`config.mk`:
```
export PLATFORM = sky130hd
export DESIGN_NAME = ivt_timers
export DESIGN_NICKNAME = d
export VERILOG_FILES = /design/src/rtl/ivt_pkg.sv /design/src/rtl/ivt_decode.sv /design/src/rtl/ivt_channel.sv /design/src/rtl/ivt_timers.sv
export SDC_FILE = /design/constraint.sdc
export NUM_CORES = 1
export LEC_CHECK = 0
export ABC_CLOCK_PERIOD_IN_PS = 6160
export CAP_MARGIN = 10
export CORE_UTILIZATION = 65
export CTS_CLUSTER_DIAMETER = 120
export DETAILED_ROUTE_END_ITERATION = 8
export PLACE_DENSITY = 0.85
export SLEW_MARGIN = 25
export SYNTH_ARGS = -nofsm -noshare
export SYNTH_HDL_FRONTEND = slang
export SYNTH_SLANG_ARGS = --single-unit
```
`constraint.sdc`:
```
create_clock -name clk -period 6.16 [get_ports clk]
set_input_delay 0.924 -clock clk [delete_from_list [all_inputs] [get_ports clk]]
set_output_delay 0.924 -clock clk [all_outputs]
set_load 0.02 [all_outputs]
```
`src/rtl/ivt_pkg.sv`:
```
`timescale 1ns/1ps
package ivt_pkg;

    localparam int PERIOD_W = 8;
    localparam int CNT_W    = 4;
    localparam int DATA_W   = 8;

    typedef logic [PERIOD_W-1:0] period_t;
    typedef logic [CNT_W-1:0]    cnt_t;

    typedef struct packed {
        logic period_we;
        logic cnt_clr;
    } chan_ctl_t;

    function automatic int unsigned pick_prescale(int unsigned idx,
                                                  int unsigned slow_count,
                                                  int unsigned pre_slow,
                                                  int unsigned pre_fast);
        return (idx < slow_count) ? pre_slow : pre_fast;
    endfunction

endpackage

```
`src/rtl/ivt_decode.sv`:
```
`timescale 1ns/1ps
module ivt_decode #(
    parameter int NUM    = 3,
    parameter int ADDR_W = 3
) (
    input  logic              clk,
    input  logic              rst,
    input  logic [ADDR_W-1:0] addr,
    input  logic              wr_en,
    input  logic              rd_en,
    output ivt_pkg::chan_ctl_t ctl [NUM],
    output logic [NUM-1:0]    cnt_rd_sel
);
    // periods occupy 0..NUM-1, counters NUM..2*NUM-1
    localparam int CNT_BASE = NUM;

    logic [NUM-1:0] pwe_vec;
    logic [NUM-1:0] clr_vec;

    for (genvar i = 0; i < NUM; i++) begin : g_dec
        logic hit_period;
        logic hit_count;
        assign hit_period      = (addr == ADDR_W'(i));
        assign hit_count       = (addr == ADDR_W'(CNT_BASE + i));
        assign pwe_vec[i]      = wr_en & hit_period;
        assign clr_vec[i]      = (wr_en | rd_en) & hit_count;
        assign cnt_rd_sel[i]   = rd_en & hit_count;
        assign ctl[i].period_we = pwe_vec[i];
        assign ctl[i].cnt_clr   = clr_vec[i];
    end

    // one register at most is targeted by any access
    assert_one_target_R12: assert property (@(posedge clk) disable iff (rst)
        $onehot0({pwe_vec, clr_vec}));

endmodule

```
`src/rtl/ivt_channel.sv`:
```
`timescale 1ns/1ps
module ivt_channel
    import ivt_pkg::*;
#(
    parameter int PRESCALE = 128
) (
    input  logic      clk,
    input  logic      rst,
    input  logic      tick,
    input  logic      enable,
    input  chan_ctl_t ctl,
    input  period_t   wdata,
    output cnt_t      count
);
    localparam int PRE_W      = (PRESCALE > 1) ? $clog2(PRESCALE) : 1;
    localparam int FULL_W     = PERIOD_W + 1;
    localparam logic [FULL_W-1:0] PERIOD_MAX = FULL_W'(1) << PERIOD_W;

    logic [PRE_W-1:0]  pre_q;
    period_t           stage_q;
    logic [FULL_W-1:0] period_q;
    logic              en_q;
    cnt_t              cnt_q;

    logic              en_rise;
    logic              pre_wrap;
    logic              stage_tick;
    logic [FULL_W-1:0] stage_nxt;
    logic              stage_done;
    logic              inc;

    always_comb begin
        en_rise    = enable & ~en_q;
        pre_wrap   = (pre_q == PRE_W'(PRESCALE - 1));
        stage_tick = enable & tick & pre_wrap;
        stage_nxt  = {1'b0, stage_q} + FULL_W'(1);
        stage_done = stage_tick & (stage_nxt >= period_q);
        inc        = stage_done & ~en_rise;
    end

    always_ff @(posedge clk) begin
        if (rst) begin
            pre_q    <= '0;
            stage_q  <= '0;
            period_q <= PERIOD_MAX;
            en_q     <= 1'b0;
            cnt_q    <= '0;
        end else begin
            en_q <= enable;
            if (ctl.period_we && (wdata != period_q[PERIOD_W-1:0]))
                period_q <= (wdata == '0) ? PERIOD_MAX : {1'b0, wdata};
            if (en_rise) begin
                pre_q   <= '0;
                stage_q <= '0;
                cnt_q   <= '0;
            end else begin
                if (enable && tick)
                    pre_q <= pre_wrap ? '0 : pre_q + PRE_W'(1);
                if (stage_tick)
                    stage_q <= stage_done ? '0 : stage_nxt[PERIOD_W-1:0];
                if (ctl.cnt_clr)
                    cnt_q <= inc ? cnt_t'(1) : '0;
                else if (inc)
                    cnt_q <= cnt_q + cnt_t'(1);
            end
        end
    end

    assign count = cnt_q;

    assert_hold_when_off_R8: assert property (@(posedge clk) disable iff (rst)
        (!enable && !ctl.cnt_clr) |=> $stable(cnt_q));

    assert_clear_result_R9: assert property (@(posedge clk) disable iff (rst)
        ctl.cnt_clr |=> (cnt_q <= cnt_t'(1)));

    assert_restart_R7: assert property (@(posedge clk) disable iff (rst)
        (enable && !en_q) |=> (cnt_q == '0 && stage_q == '0 && pre_q == '0));

    assert_single_step_R4: assert property (@(posedge clk) disable iff (rst)
        (!ctl.cnt_clr && !(enable && !en_q)) |=>
            (cnt_q == $past(cnt_q) || cnt_q == cnt_t'($past(cnt_q) + 1'b1)));

    assert_period_range_R3: assert property (@(posedge clk) disable iff (rst)
        (period_q != '0) && (period_q <= PERIOD_MAX));

endmodule

```
`src/rtl/ivt_timers.sv`:
```
`timescale 1ns/1ps
module ivt_timers
    import ivt_pkg::*;
#(
    parameter int NUM_TIMERS = 3,
    parameter int SLOW_COUNT = 2,
    parameter int PRE_SLOW   = 128,
    parameter int PRE_FAST   = 16
) (
    input  logic                  clk,
    input  logic                  rst,
    input  logic                  tick,
    input  logic [NUM_TIMERS-1:0] enable,
    input  logic [2:0]            addr,
    input  logic                  wr_en,
    input  logic [DATA_W-1:0]     wdata,
    input  logic                  rd_en,
    output logic [DATA_W-1:0]     rdata
);
    localparam int ADDR_W = 3;

    chan_ctl_t      ctl [NUM_TIMERS];
    logic [NUM_TIMERS-1:0] cnt_rd_sel;
    cnt_t           counts [NUM_TIMERS];

    ivt_decode #(
        .NUM    (NUM_TIMERS),
        .ADDR_W (ADDR_W)
    ) u_decode (
        .clk        (clk),
        .rst        (rst),
        .addr       (addr),
        .wr_en      (wr_en),
        .rd_en      (rd_en),
        .ctl        (ctl),
        .cnt_rd_sel (cnt_rd_sel)
    );

    for (genvar i = 0; i < NUM_TIMERS; i++) begin : g_chan
        localparam int PRE_I = int'(pick_prescale(i, SLOW_COUNT, PRE_SLOW, PRE_FAST));
        ivt_channel #(
            .PRESCALE (PRE_I)
        ) u_chan (
            .clk    (clk),
            .rst    (rst),
            .tick   (tick),
            .enable (enable[i]),
            .ctl    (ctl[i]),
            .wdata  (wdata[PERIOD_W-1:0]),
            .count  (counts[i])
        );
    end

    always_comb begin
        rdata = '0;
        for (int i = 0; i < NUM_TIMERS; i++)
            if (cnt_rd_sel[i])
                rdata = DATA_W'(counts[i]);
    end

    assert_period_reads_zero_R10: assert property (@(posedge clk) disable iff (rst)
        (int'(addr) < NUM_TIMERS) |-> (rdata == '0));

endmodule

```
==> results by group, run 1 <==
Route
  • Via count: about 4400
  • Drt via density: around 6.0
  • 1st-pass router iterations: 5
  • WL met3: 472 um
  • Remaining DRCs: 0
  • WL/cell: roughly 15 um
  • Met2 WL: approximately 5.5 mm
  • Initial DRC Count: 264
  • Highest routed layer: met4
  • Wl on met1: roughly 5 mm
  • DRT Wirelength: 11.3 mm
  • Post-route antenna net violation count: 0

Worst setup path
  • Worst reg2reg path depth: 10
  • Critical path launch point type: primary input
  • Reg2reg end: g_chan[0].u_chan.stage_q[4]$_SDFFE_PP0P_
  • Worst-path fanout max: 12
  • Critical setup path kind: in2out
  • Crit end category: output port
  • Worst reg2reg path startpoint: g_chan[0].u_chan.stage_q[0]$_SDFFE_PP0P_
  • Setup slack, reg-to-reg: 3.02 ns
  • Critical path arrival: approximately 3.0 ns
  • Req. time, crit path: 5.24 ns
  • Worst setup path startpoint: addr[0]

Timing
  • Final Max Tran Viols: 0
  • Setup ws final: roughly 2.2 ns
  • Normalized max-slew margin: 35.3%
  • RSZ-0062 raised after global routing: no
  • Clock skew: approximately 0.010 ns
  • F_max: 255 MHz
  • Setup-failing EPs final: 0
  • Fin crit period: 3.93 ns
  • Actual slew at the worst max-slew pin: 0.968 ns
  • Final Hold Viols: 0
  • Final period utilization: 63.7%
  • Setup TNS: 0 ns

Power and ir drop
  • VDD IR max: 0.000154 V
  • Leak Pwr: 2.22 nW
  • Pwr/cell area: 200 mW/mm2

Yosys
  • Synth Area per Inst: 8.07 um2
  • Post-synth EDFFs: 0
  • Syn. warnings: 0
  • Ys async rst share: 0%
  • Yosys cell types: 47
  • Seq cells post-synth: 84
  • Post-Syn Area: 0.00503 mm2
  • Synth Flop Type: dfxtp_1
  • Post-Synthesis Cells: 623
  • Seq/Total Area, Yosys: 33.4%

Global route
  • GRT Total Usage: 29.1%
  • Vias in the first global route: 4227
  • Largest net degree at the start of global routing: 30
  • Initial antenna violation count: 0
  • Total gr overflow: 0
  • Global-route wire length before repair: about 19 mm

Placed design
  • Setup slack after placement: 2.29 ns
  • GPL Wtd Cong: 0.874
  • Port-buffer cells: 22
  • Placed Area: 0.00523 mm2
  • DP Cell Count: 717
  • DPL Wire Length: 8.18 mm

Layout
  • Fillers: approximately 560
  • Share of cells above drive strength 1: 4.09%
  • P&R area growth vs syn: 8.71%
  • Antenna cell count: 0
  • Fin nets: 685
  • Utilization after layout: 74.2%
  • Finished Layout Cells: approximately 730
  • Fin area: 0.00547 mm2

Outcome
  • Outcome: complete, no violations

Clock tree
  • Setup Buffers After CTS: 0
  • Number of CTS-inserted buffers: 9
  • Htree depth: 3
  • Post-CTS Resized: 0
  • Clock latency on the worst-skew pair: 0.36 ns
  • CTS Hold Bufs: 0
  • Clk slew on worst S/H paths: about 0.070 ns
  • CTS tree: yes
  • Clock tree buffer depth: 2
  • Clock sink count: 84
  • CTS Root Cell: clkbuf_8

Floorplanning
  • Initial Util: 68.2%
  • Core area: 0.00737 mm2
  • Die height: around 90 um
  • Die width: 90.0 um
  • Row count: 31
  • Ports: 27
  • Die area: a little over 0.008 mm2

Hold path
  • Hold Crit Start: g_chan[0].u_chan.pre_q[1]$_SDFFE_PP0P_
  • Worst hold-check path type: reg2reg
  • Worst Hold End: g_chan[0].u_chan.pre_q[1]$_SDFFE_PP0P_
  • Hold path cells: 2

Job
  • MaxCap Viol Count: 0
[placed cells by master, fill, tap and decap left out, types with 4 or more instances in the layout]
cell,instances
or4_1,7
nand4_1,17
nor4_1,7
xnor2_1,37
a211oi_1,4
o31ai_1,7
nand2_1,74
clkdlybuf4s50_1,22
a31oi_1,6
and3_1,12
xor2_1,17
or4b_1,4
conb_1,4
clkbuf_8,10
nand3_1,36
ha_1,36
a21oi_1,33
mux2i_1,26
nor2b_1,10
o211ai_1,5
o21ai_0,27
inv_1,29
nor3_1,10
nand2b_1,5
dfxtp_1,84
nor2_1,64
[cells by family (layout without fill, tap and decap cells)]
family	Yosys count	in the layout	share of synthesized area (%)
fa+ha+maj	36	36	8.96
simple gates	267	267	26.2
other cells	1	4	0.0746
xor+xnor	54	54	9.41
compound gates	94	94	11.3
buf+inv	61	70	5.45
mux	26	26	5.18
flops	84	84	33.4
[power breakdown]
| part | switching (mW) | total, mW | internal (mW) |
|---|---|---|---|
| registers | 0.00544 | 0.554 | 0.549 |
| clock network | 0.204 | 0.444 | 0.239 |
| logic | 0.0569 | 0.0929 | 0.0360 |
| total | 0.267 | 1.09 | 0.824 |
[area by class of cell]
class / count / area (um2) / area share [%]
clock buffer: 12 / 145 / 2.66
clock inverter: 4 / 72.6 / 1.33
inverter: 29 / 109 / 1.99
multi-input combinational: 481 / 3090 / 56.6
sequential: 84 / 1680 / 30.8
tap: 99 / 124 / 2.27
timing repair buffer: 25 / 243 / 4.44
[how the worst max path moves through the flow]
stage | slack (ns) | cells after the start | endpoint
floorplan | 3.46 | 10 | g_chan[1].u_chan.stage_q[3]$_SDFFE_PP0P_
global placement | 2.35 | 6 | rdata[1]
detailed placement | 2.29 | 6 | rdata[1]
CTS | 2.27 | 6 | rdata[1]
global route | 2.16 | 6 | rdata[3]
finish | 2.23 | 6 | rdata[1]
[synth_stat cells (4+ instances only)]
library cell	number	share of area, %
a211oi_1	4	0.60
a21oi_1	33	3.3
a31oi_1	6	0.75
and3_1	12	1.5
buf_2	12	1.2
buf_4	6	0.90
clkbuf_1	13	0.97
dfxtp_1	84	33
ha_1	36	9.0
inv_1	29	2.2
mux2i_1	26	5.2
nand2_1	74	5.5
nand2b_1	5	0.62
nand3_1	36	3.6
nand4_1	17	2.1
nor2_1	64	4.8
nor2b_1	10	1.2
nor3_1	10	1.0
nor4_1	7	0.87
o211ai_1	5	0.75
o21ai_0	27	2.7
o31ai_1	7	1.0
or4_1	7	1.0
or4b_1	4	0.80
xnor2_1	37	6.4
xor2_1	17	3.0
[metal layers]
metal / vias up / track usage [%]
li1: 2172 / -
met1: 2094 / 34.9
met2: 113 / 51.6
met3: 28 / 5.58
met4: 0 / 11.2
met5: - / 0
[flip-flops by register name, indices dropped and copies added, names as in the netlist]
name / cells
g_chan.u_chan.period_q: 27
g_chan.u_chan.stage_q: 24
g_chan.u_chan.pre_q: 18
g_chan.u_chan.count: 12
g_chan.u_chan.en_q: 3
[through the flow]
stage / hold slack (ns) / power, mW
2_1_floorplan: 0.444 / 0.630
4_1_cts: 0.477 / 1.09
6_report: 0.476 / 1.09
3_3_place_gp: 0.456 / 0.653
3_5_place_dp: 0.466 / 0.657
5_1_grt: 0.502 / 1.13
[worst max-delay path, cell delays in order]
cell and delay, ns:
clkdlybuf4s50_1 0.71, nand3b_1 0.18, nor2_1 0.26, nand2_1 0.09, a21oi_1 0.19, clkdlybuf4s50_1 0.65
No activity file was read; power rests on OpenSTA's default activity.
==> run 2, diff against run 1 <==
--- a/config.mk
+++ b/config.mk
@@ -5,12 +5,12 @@
 export SDC_FILE = /design/constraint.sdc
 export NUM_CORES = 1
 export LEC_CHECK = 0
-export ABC_CLOCK_PERIOD_IN_PS = 6160
+export ABC_CLOCK_PERIOD_IN_PS = 3800
 export CAP_MARGIN = 10
-export CORE_UTILIZATION = 65
+export CORE_UTILIZATION = 60
 export CTS_CLUSTER_DIAMETER = 120
 export DETAILED_ROUTE_END_ITERATION = 8
-export PLACE_DENSITY = 0.85
+export PLACE_DENSITY = 0.79
 export SLEW_MARGIN = 25
 export SYNTH_ARGS = -nofsm -noshare
 export SYNTH_HDL_FRONTEND = slang
==> constraint.sdc (replaced) <==
create_clock -name clk -period 3.8 [get_ports clk]
set_input_delay 0.57 -clock clk [delete_from_list [all_inputs] [get_ports clk]]
set_output_delay 0.57 -clock clk [all_outputs]
set_load 0.02 [all_outputs]
==> run 2 against run 1 <==
Non-clock buffer count up 4. Clock power up 64%. First-iteration DRC count up 9.1%. Via count down 0.82%. Routed wire length down 2.0%. Setup slack worse by 1.5 ns. Critical endpoint is now rdata[0].
==> results by group, run 2 (same netlist as run 1, synthesis figures left out) <==
Outcome
  • Outcome: complete, no violations

Worst setup path
  • CP max stage cell: clkdlybuf4s50_1
  • Cell Chain, Critical Path: clkdlybuf4s50_1, nand3b_1, nor2_1, nand2_1, a21oi_1, clkdlybuf4s50_1
  • Critical path arrival: 2.52 ns (-0.48 ns)
  • Req. time, crit path: 3.23 ns (-2.01 ns)
  • CP peak stage delay: 0.68 ns (-0.03 ns)
  • Top delay family on crit path: buffers and inverters
  • Critical setup path kind: in2out
  • Most frequent CP cell: clkdlybuf4s50_1
  • Worst reg2reg path startpoint: g_chan[1].u_chan.stage_q[2]$_SDFFE_PP0P_
  • Crit end category: output port
  • Worst-path fanout max: 12 (unchanged)
  • Worst setup path startpoint: addr[0]
  • Critical path launch point type: primary input
  • Buf+Inv Stages, Crit Path: 2 (unchanged)

Power and ir drop
  • Sw Share: 24.6% (+0.13 points)
  • Flop pwr share: 50.6% (-0.2 points)
  • Int Power: 1.34 mW (+63%)
  • Net switching power: 0.437 mW (+64%)
  • Combinational Power Share: 8.5% (about the same)
  • Pwr/cell area: 323 mW/mm2 (+62%)
  • Leak Pwr: 2.24 nW (+0.76%)
  • VDD IR max: 0.000192 V (+25%)
  • Clock share of power: 40.9% (+0.2 points)

Clock tree
  • Htree depth: 3 (unchanged)
  • Setup Buffers After CTS: 0 (unchanged)
  • Clock latency on the worst-skew pair: 0.37 ns (about the same)
  • Clock tree buffer depth: 2 (unchanged)
  • CTS tree: yes
  • Number of CTS-inserted buffers: 9 (unchanged)
  • CTS Root Cell: clkbuf_8
  • Clock sink count: 84 (unchanged)
  • Clk slew on worst S/H paths: 0.09 ns (+0.02 ns)
  • Post-CTS Resized: 0 (unchanged)
  • CTS Hold Bufs: 0 (unchanged)

Route
  • Drt via density: 5.88 (-2.1%)
  • Post-route antenna net violation count: 0 (unchanged)
  • Remaining DRCs: 0 (unchanged)
  • WL/cell: 14.9 um (-3.3%)
  • 1st-pass router iterations: 4 (-1)
  • DRT Wirelength: 11.1 mm (-2.0%)
  • Via count: 4371 (-0.82%)
  • Initial DRC Count: 288 (+9.1%)

Layout
  • Share of cells above drive strength 1: 4.85% (+0.76 points)
  • Reg with most FFs: g_chan.u_chan.period_q
  • Max reg flops: 27 (unchanged)
  • Finished Layout Cells: 744 (+1.4%)
  • Fillers: 691 (+24%)
  • Most frequent cells in the layout: 84 x dfxtp_1, 74 x nand2_1, 64 x nor2_1
  • Fin nets: 689 (+0.58%)
  • Antenna cell count: 0 (unchanged)
  • P&R area growth vs syn: 9.48%
  • Most common cell after layout, fill and taps aside: dfxtp_1
  • Largest regs: g_chan.u_chan.period_q x27, g_chan.u_chan.stage_q x24, g_chan.u_chan.pre_q x18

Job
  • MaxCap Viol Count: 0 (unchanged)

Timing
  • Final Max Tran Viols: 0 (unchanged)
  • Setup ws final: 0.710 ns (-1.52 ns)
  • F_max: 324 MHz
  • Normalized max-slew margin: 48.8% (+13 points)
  • Clock skew: 0.0172 ns (+0.00675 ns)
  • Final period utilization: between 80 and 90%
  • Setup TNS: 0 ns (unchanged)
  • Final Hold Viols: 0 (unchanged)
  • Fin crit period: 3.09 ns
  • Setup-failing EPs final: 0 (unchanged)
  • RSZ-0062 raised after global routing: no
  • Actual slew at the worst max-slew pin: 0.766 ns (-0.202 ns)

Global route
  • Met1 Use GR: 34.8% (about the same)
  • GRT Total Usage: 27.7% (-1.4 points)
  • Global-route wire length before repair: 19.1 mm (-0.29%)
  • Vias in the first global route: 4232 (+0.12%)
  • Total gr overflow: 0 (unchanged)
  • M3 GR Usage: 5.12% (-0.46 points)
  • Met2 Resource Use GR: 46.8% (-4.9 points)
  • Largest net degree at the start of global routing: 29 (-3.3%)
  • Initial antenna violation count: 0 (unchanged)
  • Busiest layer in global routing: met2

Hold path
  • Worst hold-check path type: reg2reg
  • Hold Crit Start: g_chan[1].u_chan.pre_q[5]$_SDFFE_PP0P_

Placed design
  • DPL Wire Length: 8.11 mm (-0.80%)
  • Setup slack after placement: 0.739 ns (-1.55 ns)
  • GPL Wtd Cong: 0.905 (+3.5%)
  • DP Cell Count: 728 (+1.5%)
  • Port-buffer cells: 22 (unchanged)

Floorplanning
  • Initial Util: 61.5% (-6.7 points)
  • Die width: 93.5 um (+4.0%)
  • Die area: 0.00875 mm2 (+8.1%)
  • Row count: 33 (+6.5%)
  • Ports: 27 (unchanged)
  • Die height: 93.5 um (+4.0%)
  • Core area: 0.00818 mm2 (+11%)
-- run 2: cell types whose count changed in the layout (fill, tap and decap cells not counted) --
cell / change
a211oi_2: +1
a211oi_4: -1
buf_4: +4
clkbuf_1: -1
clkinv_2: -1
clkinv_4: +2
-- run 2: power by group through the flow --
stage | Sequential, mW | Clock (mW) | Combinational [mW]
after floorplan | 0.917 | 0 | 0.105
after global placement | 0.918 | 0 | 0.143
after detailed placement | 0.919 | 0 | 0.148
after CTS | 0.898 | 0.739 | 0.150
after global routing | 0.900 | 0.774 | 0.166
final | 0.898 | 0.727 | 0.151
-- run 2: path summary, 6_finish.rpt --
path | endpoint | slack (ns) | cells after the start
max | rdata[0] | 0.71 | 6
min | g_chan[1].u_chan.pre_q[5]$_SDFFE_PP0P_ | 0.49 | 2
max reg2reg | g_chan[1].u_chan.stage_q[6]$_SDFFE_PP0P_ | 0.83 | 10
min reg2reg | g_chan[1].u_chan.pre_q[5]$_SDFFE_PP0P_ | 0.49 | 2
-- run 2: area by class of cell --
type / count / area, um2 / area share [%]
Tap cell: 105 / 131 / 2.39
Clock inverter: 5 / 85.1 / 1.55
Inverter: 29 / 109 / 1.98
Sequential cell: 84 / 1680 / 30.5
Clock buffer: 11 / 141 / 2.57
Multi-Input combinational cell: 481 / 3080 / 56.0
Timing Repair Buffer: 29 / 273 / 4.95
-- run 2: stage by stage --
stage	hold WS, ns	instance area [um2]	util [%]	power (mW)
after detailed placement	0.478	5280	64.6	1.07
after global placement	0.456	5280	64.6	1.06
after CTS	0.491	5510	67.3	1.79
final	0.488	5510	67.3	1.78
after floorplan	0.444	5040	-	1.02
after global routing	0.501	5510	67.3	1.84
-- run 2: worst reg2reg max path: cells and delay by family, from the launching register on --
| family | cells | cell delay [ns] |
|---|---|---|
| AOI/OAI and AO/OA | 3 | 0.68 |
| and+or+nand+nor | 5 | 1.17 |
| DFF | 1 | 0.45 |
| xor gates and xnor gates | 1 | 0.29 |
| adders and majority gates | 1 | 0.31 |
-- run 2: routing by layer --
layer	routed length (um)	vias up
li1	-	2194
met1	4980	2049
met2	5310	106
met3	502	22
met4	284	0
met5	0	-
